[config.mk]
export PLATFORM = sky130hd
export DESIGN_NAME = pt_walker
export DESIGN_NICKNAME = d
export VERILOG_FILES = /design/src/rtl/pt_walker_pkg.sv /design/src/rtl/pt_entry_addr.sv /design/src/rtl/pt_entry_eval.sv /design/src/rtl/pt_walk_ctrl.sv /design/src/rtl/pt_walker.sv
export SDC_FILE = /design/constraint.sdc
export NUM_CORES = 1
export LEC_CHECK = 0
export BUFFER_PORTS_ARGS = -buffer_cell sky130_fd_sc_hd__buf_2
export CAP_MARGIN = 20
export CORE_UTILIZATION = 51
export DETAILED_ROUTE_END_ITERATION = 10
export PLACE_DENSITY = 0.8
export SKIP_LAST_GASP = 1
export SYNTH_ARGS = -nofsm -noshare
export SYNTH_HDL_FRONTEND = slang
export SYNTH_SLANG_ARGS = --single-unit
[constraint.sdc]
create_clock -name clk -period 2.9 [get_ports clk]
set_clock_uncertainty 0.2 [all_clocks]
set_input_delay 0.435 -clock clk [delete_from_list [all_inputs] [get_ports clk]]
set_output_delay 0.435 -clock clk [all_outputs]
set_load 0.01 [all_outputs]
[src/rtl/pt_walker_pkg.sv]
// Shared types and entry bit positions for the page table walker.
// Assumes a 32-bit entry; field positions are fixed by the table format.
package pt_walker_pkg;
    localparam int unsigned PTE_VALID_BIT = 0;
    localparam int unsigned PTE_REF_BIT   = 1;
    localparam int unsigned PTE_DIRTY_BIT = 2;
    localparam int unsigned PTE_WR_BIT    = 3;

    typedef enum logic [1:0] {
        ST_OK        = 2'b00,
        ST_PAGE_FLT  = 2'b01,
        ST_PROT_FLT  = 2'b10
    } walk_status_e;

    typedef enum logic [2:0] {
        S_IDLE, S_RD, S_WAIT, S_EVAL, S_WB, S_RSP
    } walk_state_e;
endpackage

[src/rtl/pt_entry_addr.sv]
// Entry address generator: base plus page number scaled by entry size.
// Assumes entry size is a power of two; the sum wraps at ADDR_W bits.
module pt_entry_addr #(
    parameter int unsigned ADDR_W    = 32,
    parameter int unsigned VPN_W     = 20,
    parameter int unsigned PTE_BYTES = 4
) (
    input  logic [ADDR_W-1:0] base,
    input  logic [VPN_W-1:0]  vpn,
    output logic [ADDR_W-1:0] entry_addr
);
    localparam int unsigned SHIFT = $clog2(PTE_BYTES);

    logic [ADDR_W-1:0] scaled;

    // Scale the page number into a byte offset and add the base.
    always_comb begin
        scaled     = ADDR_W'(vpn) << SHIFT;
        entry_addr = base + scaled;
    end
endmodule

[src/rtl/pt_entry_eval.sv]
// Entry evaluator: classifies a fetched entry and forms the updated word.
// Purely combinational; assumes entry field positions from pt_walker_pkg.
module pt_entry_eval
    import pt_walker_pkg::*;
#(
    parameter int unsigned PTE_W     = 32,
    parameter int unsigned PAGE_BITS = 12,
    localparam int unsigned PPN_W    = PTE_W - PAGE_BITS
) (
    input  logic [PTE_W-1:0] pte,
    input  logic             is_write,
    output logic [PTE_W-1:0] new_pte,
    output logic             need_wb,
    output walk_status_e     status,
    output logic [PPN_W-1:0] ppn,
    output logic [2:0]       flags
);
    // Decide outcome, set usage bits and report fields.
    always_comb begin
        new_pte = pte;
        new_pte[PTE_REF_BIT] = 1'b1;
        if (is_write) new_pte[PTE_DIRTY_BIT] = 1'b1;
        if (!pte[PTE_VALID_BIT])                 status = ST_PAGE_FLT;
        else if (is_write && !pte[PTE_WR_BIT])   status = ST_PROT_FLT;
        else                                     status = ST_OK;
        need_wb = (status == ST_OK) && (new_pte != pte);
        if (status == ST_OK) begin
            ppn   = new_pte[PTE_W-1:PAGE_BITS];
            flags = {new_pte[PTE_WR_BIT], new_pte[PTE_DIRTY_BIT], new_pte[PTE_REF_BIT]};
        end else begin
            ppn   = '0;
            flags = '0;
        end
    end
endmodule

[src/rtl/pt_walk_ctrl.sv]
// Walk sequencer: accept, read entry, evaluate, optional write-back, respond.
// Assumes exactly one read-data pulse per accepted read; writes complete on accept.
module pt_walk_ctrl
    import pt_walker_pkg::*;
#(
    parameter int unsigned ADDR_W = 32,
    parameter int unsigned PTE_W  = 32
) (
    input  logic              clk,
    input  logic              rst_n,
    input  logic              req_valid,
    output logic              req_ready,
    input  logic              req_is_write,
    input  logic [ADDR_W-1:0] entry_addr,
    output logic              mem_req_valid,
    input  logic              mem_req_ready,
    output logic              mem_req_write,
    output logic [ADDR_W-1:0] mem_req_addr,
    output logic [PTE_W-1:0]  mem_req_wdata,
    input  logic              mem_rsp_valid,
    input  logic [PTE_W-1:0]  mem_rsp_rdata,
    output logic              rsp_valid,
    input  logic              rsp_ready,
    output logic [PTE_W-1:0]  pte_q,
    output logic              write_q,
    input  logic [PTE_W-1:0]  new_pte,
    input  logic              need_wb
);
    walk_state_e       state;
    logic [ADDR_W-1:0] addr_q;

    // Walk state machine and captured request/entry.
    always_ff @(posedge clk) begin
        if (!rst_n) begin
            state   <= S_IDLE;
            addr_q  <= '0;
            write_q <= 1'b0;
            pte_q   <= '0;
        end else begin
            case (state)
                S_IDLE: if (req_valid) begin
                    addr_q  <= entry_addr;
                    write_q <= req_is_write;
                    state   <= S_RD;
                end
                S_RD:   if (mem_req_ready) state <= S_WAIT;
                S_WAIT: if (mem_rsp_valid) begin
                    pte_q <= mem_rsp_rdata;
                    state <= S_EVAL;
                end
                S_EVAL: state <= need_wb ? S_WB : S_RSP;
                S_WB:   if (mem_req_ready) state <= S_RSP;
                S_RSP:  if (rsp_ready) state <= S_IDLE;
                default: state <= S_IDLE;
            endcase
        end
    end

    // Handshake outputs decoded from state.
    always_comb begin
        req_ready     = (state == S_IDLE);
        mem_req_valid = (state == S_RD) || (state == S_WB);
        mem_req_write = (state == S_WB);
        mem_req_addr  = addr_q;
        mem_req_wdata = (state == S_WB) ? new_pte : '0;
        rsp_valid     = (state == S_RSP);
    end


    mem_hold_chk: assert property (@(posedge clk) disable iff (!rst_n)
        mem_req_valid && !mem_req_ready |=> mem_req_valid && $stable(mem_req_addr)
            && $stable(mem_req_write) && $stable(mem_req_wdata));

    busy_after_accept_chk: assert property (@(posedge clk) disable iff (!rst_n)
        req_valid && req_ready |=> !req_ready);

    ready_after_done_chk: assert property (@(posedge clk) disable iff (!rst_n)
        rsp_valid && rsp_ready |=> req_ready);

    wb_valid_entry_chk: assert property (@(posedge clk) disable iff (!rst_n)
        mem_req_valid && mem_req_write |-> mem_req_wdata[PTE_VALID_BIT]
            && mem_req_wdata[PTE_REF_BIT]);

    wb_same_addr_chk: assert property (@(posedge clk) disable iff (!rst_n)
        mem_req_valid && mem_req_write |-> mem_req_addr == addr_q && $stable(addr_q));
endmodule

[src/rtl/pt_walker.sv]
// Single-level page table walker top: base register, address, sequencer, evaluator.
// Assumes one walk at a time and a memory port with in-order single read responses.
module pt_walker
    import pt_walker_pkg::*;
#(
    parameter int unsigned VA_W      = 32,
    parameter int unsigned PAGE_BITS = 12,
    parameter int unsigned ADDR_W    = 32,
    parameter int unsigned PTE_W     = 32,
    parameter int unsigned PTE_BYTES = 4,
    localparam int unsigned VPN_W    = VA_W - PAGE_BITS,
    localparam int unsigned PPN_W    = PTE_W - PAGE_BITS
) (
    input  logic              clk,
    input  logic              rst_n,
    input  logic              base_load,
    input  logic [ADDR_W-1:0] base_value,
    input  logic              req_valid,
    output logic              req_ready,
    input  logic [VPN_W-1:0]  req_vpn,
    input  logic              req_is_write,
    output logic              mem_req_valid,
    input  logic              mem_req_ready,
    output logic              mem_req_write,
    output logic [ADDR_W-1:0] mem_req_addr,
    output logic [PTE_W-1:0]  mem_req_wdata,
    input  logic              mem_rsp_valid,
    input  logic [PTE_W-1:0]  mem_rsp_rdata,
    output logic              rsp_valid,
    input  logic              rsp_ready,
    output logic [1:0]        rsp_status,
    output logic [PPN_W-1:0]  rsp_ppn,
    output logic [2:0]        rsp_flags
);
    logic [ADDR_W-1:0] base_q;
    logic [ADDR_W-1:0] entry_addr;
    logic [PTE_W-1:0]  pte_q;
    logic [PTE_W-1:0]  new_pte;
    logic              write_q;
    logic              need_wb;
    walk_status_e      status;

    // Per-process table base, reloaded on context switch.
    always_ff @(posedge clk) begin
        if (!rst_n)         base_q <= '0;
        else if (base_load) base_q <= base_value;
    end

    pt_entry_addr #(.ADDR_W(ADDR_W), .VPN_W(VPN_W), .PTE_BYTES(PTE_BYTES)) u_addr (
        .base(base_q), .vpn(req_vpn), .entry_addr(entry_addr)
    );

    pt_walk_ctrl #(.ADDR_W(ADDR_W), .PTE_W(PTE_W)) u_ctrl (
        .clk(clk), .rst_n(rst_n),
        .req_valid(req_valid), .req_ready(req_ready), .req_is_write(req_is_write),
        .entry_addr(entry_addr),
        .mem_req_valid(mem_req_valid), .mem_req_ready(mem_req_ready),
        .mem_req_write(mem_req_write), .mem_req_addr(mem_req_addr),
        .mem_req_wdata(mem_req_wdata),
        .mem_rsp_valid(mem_rsp_valid), .mem_rsp_rdata(mem_rsp_rdata),
        .rsp_valid(rsp_valid), .rsp_ready(rsp_ready),
        .pte_q(pte_q), .write_q(write_q), .new_pte(new_pte), .need_wb(need_wb)
    );

    pt_entry_eval #(.PTE_W(PTE_W), .PAGE_BITS(PAGE_BITS)) u_eval (
        .pte(pte_q), .is_write(write_q), .new_pte(new_pte), .need_wb(need_wb),
        .status(status), .ppn(rsp_ppn), .flags(rsp_flags)
    );

    assign rsp_status = status;


    rsp_hold_chk: assert property (@(posedge clk) disable iff (!rst_n)
        rsp_valid && !rsp_ready |=> rsp_valid && $stable(rsp_status)
            && $stable(rsp_ppn) && $stable(rsp_flags));

    fault_zero_chk: assert property (@(posedge clk) disable iff (!rst_n)
        rsp_valid && rsp_status != 2'b00 |-> rsp_ppn == '0 && rsp_flags == 3'b000);
endmodule

==> results of run 1 <==
[power breakdown]
part           switching (mW)  total [mW]  leakage, nW  internal [mW]
clock                   0.540       0.868       0.0897          0.328
combinational           0.638        1.08         2.18          0.440
sequential              0.139        1.68        0.818           1.54
total                    1.32        3.63         3.08           2.31
[area by class of cell]
type	count	area share
Multi-Input combinational cell	516	0.477
Clock inverter	7	0.00922
Sequential cell	100	0.307
Inverter	6	0.00346
Tap cell	133	0.0256
Clock buffer	9	0.0190
Timing Repair Buffer	194	0.158
[cell usage after synthesis (7+ instances only)]
master,number
sky130_fd_sc_hd__o21ai_0,19
sky130_fd_sc_hd__nand2_1,112
sky130_fd_sc_hd__xnor2_1,10
sky130_fd_sc_hd__nor2_1,61
sky130_fd_sc_hd__o21ai_1,10
sky130_fd_sc_hd__xor2_1,13
sky130_fd_sc_hd__dfxtp_1,100
sky130_fd_sc_hd__and3_1,26
sky130_fd_sc_hd__buf_2,8
sky130_fd_sc_hd__ha_1,20
sky130_fd_sc_hd__clkbuf_1,31
sky130_fd_sc_hd__nand3_1,17
sky130_fd_sc_hd__and2_1,37
sky130_fd_sc_hd__nand4_1,7
sky130_fd_sc_hd__mux2i_1,34
sky130_fd_sc_hd__a21oi_1,70
sky130_fd_sc_hd__a211oi_1,7
[per-layer routing]
layer / global-route usage / part of all wire / wire [µm] / vias up
li1: - / - / - / 2616
met1: 0.332 / 0.42 / 6010 / 2417
met2: 0.471 / 0.50 / 7140 / 221
met3: 0.0495 / 0.065 / 939 / 29
met4: 0.0969 / 0.022 / 319 / 0
met5: 0 / 0 / 0 / -
[worst max-delay path by stage]
stage / from / end / cells past startpoint
6_report: base_q[2] / u_ctrl.mem_req_addr[28] / 10
3_5_place_dp: req_vpn[0] / u_ctrl.mem_req_addr[28] / 11
4_1_cts: u_ctrl.state[2] / mem_req_wdata[0] / 5
2_1_floorplan: req_vpn[0] / u_ctrl.mem_req_addr[28] / 10
5_1_grt: base_q[2] / u_ctrl.mem_req_addr[28] / 10
3_3_place_gp: req_vpn[0] / u_ctrl.mem_req_addr[28] / 11
[critical path, stage by stage (launching register included)]
cell                       delay (ns)
sky130_fd_sc_hd__dfxtp_1         0.36
sky130_fd_sc_hd__ha_1            0.17
sky130_fd_sc_hd__inv_1           0.06
sky130_fd_sc_hd__fa_1            0.37
sky130_fd_sc_hd__nand2b_1        0.20
sky130_fd_sc_hd__a21oi_2         0.25
sky130_fd_sc_hd__o22ai_4         0.14
sky130_fd_sc_hd__a211oi_2        0.31
sky130_fd_sc_hd__a21boi_2        0.12
sky130_fd_sc_hd__a31o_1          0.19
sky130_fd_sc_hd__a21oi_1         0.12
[flip-flops by register name, summed over array words and instances (netlist names)]
| signal | flops |
|---|---|
| u_ctrl.write_q | 1 |
| u_ctrl.pte_q | 32 |
| u_ctrl.state | 3 |
| base_q | 32 |
| u_ctrl.mem_req_addr | 32 |
[cell families (layout without fill, tap and decap cells)]
| group | Yosys count | after routing | synth area share |
|---|---|---|---|
| AOI/OAI and AO/OA | 148 | 148 | 0.173 |
| xor gates and xnor gates | 23 | 23 | 0.0378 |
| adders and majority gates | 21 | 21 | 0.0507 |
| buffers and inverters | 52 | 216 | 0.0413 |
| DFF | 100 | 100 | 0.376 |
| muxes | 34 | 34 | 0.0639 |
| and+or+nand+nor | 290 | 290 | 0.258 |
[stage by stage]
step	worst slack (ns)	std cells
2_1_floorplan	0.517	668
3_3_place_gp	0.279	948
3_5_place_dp	0.250	948
4_1_cts	0.333	964
5_1_grt	0.130	965
6_report	0.336	965
==> metrics.txt, run 1 <==
DRC Markers=0; initial core utilization=0.535; CTS tree=yes; Post-synth ARST share=0; NumNets Final=940; Reg2Reg Depth=10; Yosys reg bits=100; most common library cell in the layout ignoring fill and taps=sky130_fd_sc_hd__buf_2; power density normalized to cell area=557 mW/mm²; cts bufs inserted=9; total global routing overflow=0; Pwr Total=3.63 mW; number of buffers added for setup after CTS=0; maximum buffer depth of the clock tree=2; top post-synthesis cells by area=sky130_fd_sc_hd__dfxtp_1 38%, sky130_fd_sc_hd__nand2_1 7.9%, sky130_fd_sc_hd__a21oi_1 6.6%; count of input and output buffers=184; share of final-layout standard cells stronger than drive strength 1=0.268; post-cts repair resize count=0; final-report setup violation count=0; Die Width=104 µm; predominant post-synthesis flop cell=sky130_fd_sc_hd__dfxtp_1; max-cap violations=0; slew at the pin with the worst max-slew slack=0.982 ns; final routed wirelength across all metal layers=14.4 mm; detailed-route vias per instance=5.47; wire length per cell after detailed routing=14.9 µm; DR iter-0 viols=303; placed instance area=0.00630 mm²; slack of the worst reg-to-reg path=0.34 ns; standby leakage power=3.08 nW; area taken by multi-input logic gates=0.00311 mm²; Clock Latency Late Sink=0.37 ns; Clock Sink Count=100; area of the mapped netlist=0.00533 mm²; hold slack=0.0886 ns; worst min-delay path category=in2reg; H-tree depth=3; Crit path required time=3.01 ns; capture endpoint of the worst hold path=u_ctrl.pte_q[24]; number of instances on the worst hold path=3; diode insertion count for antenna repair=0; start point of the worst hold path=mem_rsp_rdata[24]; crit path capture type=register; Worst slew margin=0.345; largest net degree at the start of global routing=42; final weighted congestion in routability-driven placement=0.953; number of core rows=36; cells after synthesis=668; number of filler cells placed in the layout=868; maximum fanout encountered on the critical timing path=5; I/O Pins=185; arrival time of the worst setup path=2.67 ns; Highest Clock Rate=390 MHz; Net Count, Synth=781; vias in the first global route=5079; clock input transition at the sequential cells of the worst setup and hold paths=0.11 ns; P&R area growth vs syn=22.2%; Tmin final=2.56 ns; worst vdd rail ir drop=0.307 mV; average size of a mapped cell=7.98 µm²; Period Utilization, post-route=0.884; Setup crit start kind=register; post-synthesis cell type count=53; sequential cell area fraction in the yosys report=0.376; count of synthesis-stage warnings from yosys=0; worst reg2reg path endpoint=u_ctrl.mem_req_addr[28]; final count of hold timing violations=0; Design Area, Final=0.00651 mm²; router iterations before antenna repair=5; area occupied by registers=0.00200 mm²; Crit Path Category=reg2reg; post-layout utilization of the core=0.654; setup repair after global routing missed its margin=no; gr usage total=0.270; proportion of netlist area held by the largest area contributor=0.376; root buffer cell=sky130_fd_sc_hd__clkbuf_8; outcome=completed; Post-synth EDFFs=0; setup_tns=0 ns; dominant cell type by area after synthesis=sky130_fd_sc_hd__dfxtp_1; quantity of hold-fixing buffers added after cts=0; first-pass GRT wire length=24.1 mm; Die H=104 µm; Via Count=5283; core area=0.00995 mm²; die area=0.0109 mm²; max-slew violation total from the final report=0; top library cells by usage in the layout, fill and taps aside=184 x sky130_fd_sc_hd__buf_2, 112 x sky130_fd_sc_hd__nand2_1, 100 x sky130_fd_sc_hd__dfxtp_1; number of antenna violations at the first check in global routing=0; source of the worst register-to-register timing path=base_q[2]; remaining antenna violation count=0; DPL Wire Length=10.9 mm
Power figures use the tool's default switching activity.
==> run 2, diff against run 1 <==
--- a/config.mk
+++ b/config.mk
@@ -9,6 +9,7 @@
 export CAP_MARGIN = 20
 export CORE_UTILIZATION = 51
 export DETAILED_ROUTE_END_ITERATION = 10
+export GPL_ROUTABILITY_DRIVEN = 0
 export PLACE_DENSITY = 0.8
 export SKIP_LAST_GASP = 1
 export SYNTH_ARGS = -nofsm -noshare
==> constraint.sdc (replaced) <==
create_clock -name clk -period 2.8 [get_ports clk]
set_clock_uncertainty 0.2 [all_clocks]
set_input_delay 0.42 -clock clk [delete_from_list [all_inputs] [get_ports clk]]
set_output_delay 0.42 -clock clk [all_outputs]
set_load 0.01 [all_outputs]
==> run 2 against run 1 <==
  * Register-to-register slack lost 0.09 ns
  * Global-route usage shrank 0.48 points
  * Via count grew 1.7%
  * Largest power group unchanged
==> metrics.txt, run 2 (synthesized netlist as in run 1, its figures left out) <==
vias in the first global route=5093 (+0.28%); slack of the worst reg-to-reg path=0.24 ns (-0.09 ns); clock power share=0.254 (+0.015); number of filler cells placed in the layout=864 (-0.46%); Crit path required time=2.91 ns (-0.10 ns); I/O Pins=185 (unchanged); source of the worst register-to-register timing path=base_q[2]; placed instance area=0.00632 mm² (+0.36%); hold slack=0.0734 ns (-0.0152 ns); gr usage total=0.265 (-0.00478); P&R area growth vs syn=23.1%; Clock Latency Late Sink=0.37 ns (about the same); clock input transition at the sequential cells of the worst setup and hold paths=0.11 ns (about the same); Setup crit start kind=register; most common library cell in the layout ignoring fill and taps=sky130_fd_sc_hd__buf_2; quantity of hold-fixing buffers added after cts=0 (unchanged); Post-Place Cells=951 (+0.32%); root buffer cell=sky130_fd_sc_hd__clkbuf_8; H-tree depth=3 (unchanged); CTS tree=yes; max-cap violations=0 (unchanged); proportion of power drawn by flip-flops and latches=0.455 (-0.008); DRC Markers=0 (unchanged); slew at the pin with the worst max-slew slack=0.672 ns (-0.310 ns); Highest Clock Rate=391 MHz (+0.33%); number of core rows=36 (unchanged); Clock Sink Count=100 (unchanged); timing endpoint of the critical path=u_ctrl.mem_req_addr[26]; standby leakage power=3.11 nW (+0.99%); Psw=1.34 mW (+1.7%); start point of the worst hold path=base_value[18]; top library cells by usage in the layout, fill and taps aside=184 x sky130_fd_sc_hd__buf_2, 112 x sky130_fd_sc_hd__nand2_1, 100 x sky130_fd_sc_hd__dfxtp_1; NumNets Final=943 (+0.32%); die area=0.0109 mm² (unchanged); initial core utilization=0.535 (unchanged); core area=0.00995 mm² (unchanged); worst vdd rail ir drop=0.356 mV (+16%); Crit Path Category=reg2reg; number of buffers added for setup after CTS=0 (unchanged); diode insertion count for antenna repair=0 (unchanged); outcome=completed; detailed-route vias per instance=5.55 (+1.4%); Reg2Reg Depth=10 (unchanged); power density normalized to cell area=585 mW/mm² (+5.0%); maximum fanout encountered on the critical timing path=5 (unchanged); Period Utilization, post-route=0.913 (+0.0286); worst reg2reg path endpoint=u_ctrl.mem_req_addr[26]; number of antenna violations at the first check in global routing=0 (unchanged); max-slew violation total from the final report=0 (unchanged); final-report setup violation count=0 (unchanged); crit path capture type=register; Pwr Total=3.84 mW (+5.8%); first-pass GRT wire length=23.8 mm (-1.3%); worst min-delay path category=in2reg; wire length per cell after detailed routing=14.9 µm (about the same); Die Width=104 µm (unchanged); post-layout instance count excluding filler cells=968 (+0.31%); setup_tns=0 ns (unchanged); post-cts repair resize count=0 (unchanged); share of final-layout standard cells stronger than drive strength 1=0.271 (+0.00263); Worst slew margin=0.552 (+0.206); critical path launch point=base_q[2]; remaining antenna violation count=0 (unchanged); internal cell power=2.50 mW (+8.1%); largest net degree at the start of global routing=50 (+19%); count of input and output buffers=184 (unchanged); final setup slack of the worst path=0.245 ns (-0.0915 ns); Tmin final=2.56 ns (-0.00846 ns); router iterations before antenna repair=5 (unchanged); DR iter-0 viols=336 (+11%); dpl ws=0.134 ns (-0.116 ns); final count of hold timing violations=0 (unchanged); post-layout utilization of the core=0.659 (+0.00478); Via Count=5375 (+1.7%); Die H=104 µm (unchanged); cts bufs inserted=9 (unchanged); maximum buffer depth of the clock tree=2 (unchanged); Design Area, Final=0.00656 mm² (+0.73%); fraction of power spent switching nets=0.349 (-0.0139); arrival time of the worst setup path=2.67 ns (about the same); final routed wirelength across all metal layers=14.5 mm (+0.35%); part of the power in combinational logic=0.291 (-0.006); DPL Wire Length=10.9 mm (about the same); setup repair after global routing missed its margin=no; total global routing overflow=0 (unchanged)
run 2: cell count changes in the layout (fill, tap and decap cells not counted), sizes merged:
cell	previous run	this run
buf	194	197
clkinvlp	2	1
bufinv	0	1
inv	9	8
clkbuf	9	10
run 2: worst min path at each step:
stage | end | slack, ns | cells after the start
floorplan | u_ctrl.mem_req_addr[0] | 0.23 | 2
global placement | u_ctrl.pte_q[9] | 0.24 | 2
detailed placement | u_ctrl.pte_q[11] | 0.24 | 2
CTS | u_ctrl.pte_q[21] | 0.07 | 3
global route | u_ctrl.pte_q[17] | 0.08 | 3
finish | base_q[18] | 0.07 | 3
run 2: power groups by stage:
stage	sequential, mW	combinational, mW	clock [mW]
finish	1.74	1.12	0.975
global route	1.77	1.23	1.06
CTS	1.74	1.10	0.992
detailed placement	1.77	1.09	0
global placement	1.76	1.07	0
floorplan	1.76	0.709	0
run 2: final cells by class:
type | count | area (µm²) | area share
Timing Repair Buffer | 197 | 1050 | 0.160
Clock buffer | 10 | 138 | 0.0210
Tap cell | 133 | 166 | 0.0254
Sequential cell | 100 | 2000 | 0.305
Multi-Input combinational cell | 516 | 3110 | 0.474
Inverter | 6 | 22.5 | 0.00343
Clock inverter | 6 | 71.3 | 0.0109
run 2: worst max-delay path, cell delays in order, from the launching register on:
cell	delay, ns
sky130_fd_sc_hd__dfxtp_1	0.35
sky130_fd_sc_hd__ha_1	0.18
sky130_fd_sc_hd__inv_1	0.05
sky130_fd_sc_hd__fa_1	0.37
sky130_fd_sc_hd__nand2b_1	0.21
sky130_fd_sc_hd__a21oi_2	0.25
sky130_fd_sc_hd__o22ai_4	0.14
sky130_fd_sc_hd__a21oi_1	0.28
sky130_fd_sc_hd__o211ai_1	0.16
sky130_fd_sc_hd__xor2_1	0.16
sky130_fd_sc_hd__a21oi_1	0.14
run 2: metal layers:
| metal | global-route usage | share of wire | vias to the layer above |
|---|---|---|---|
| li1 | - | - | 2624 |
| met1 | 0.324 | 0.42 | 2475 |
| met2 | 0.464 | 0.49 | 241 |
| met3 | 0.0363 | 0.059 | 35 |
| met4 | 0.117 | 0.026 | 0 |
| met5 | 0 | 0 | - |
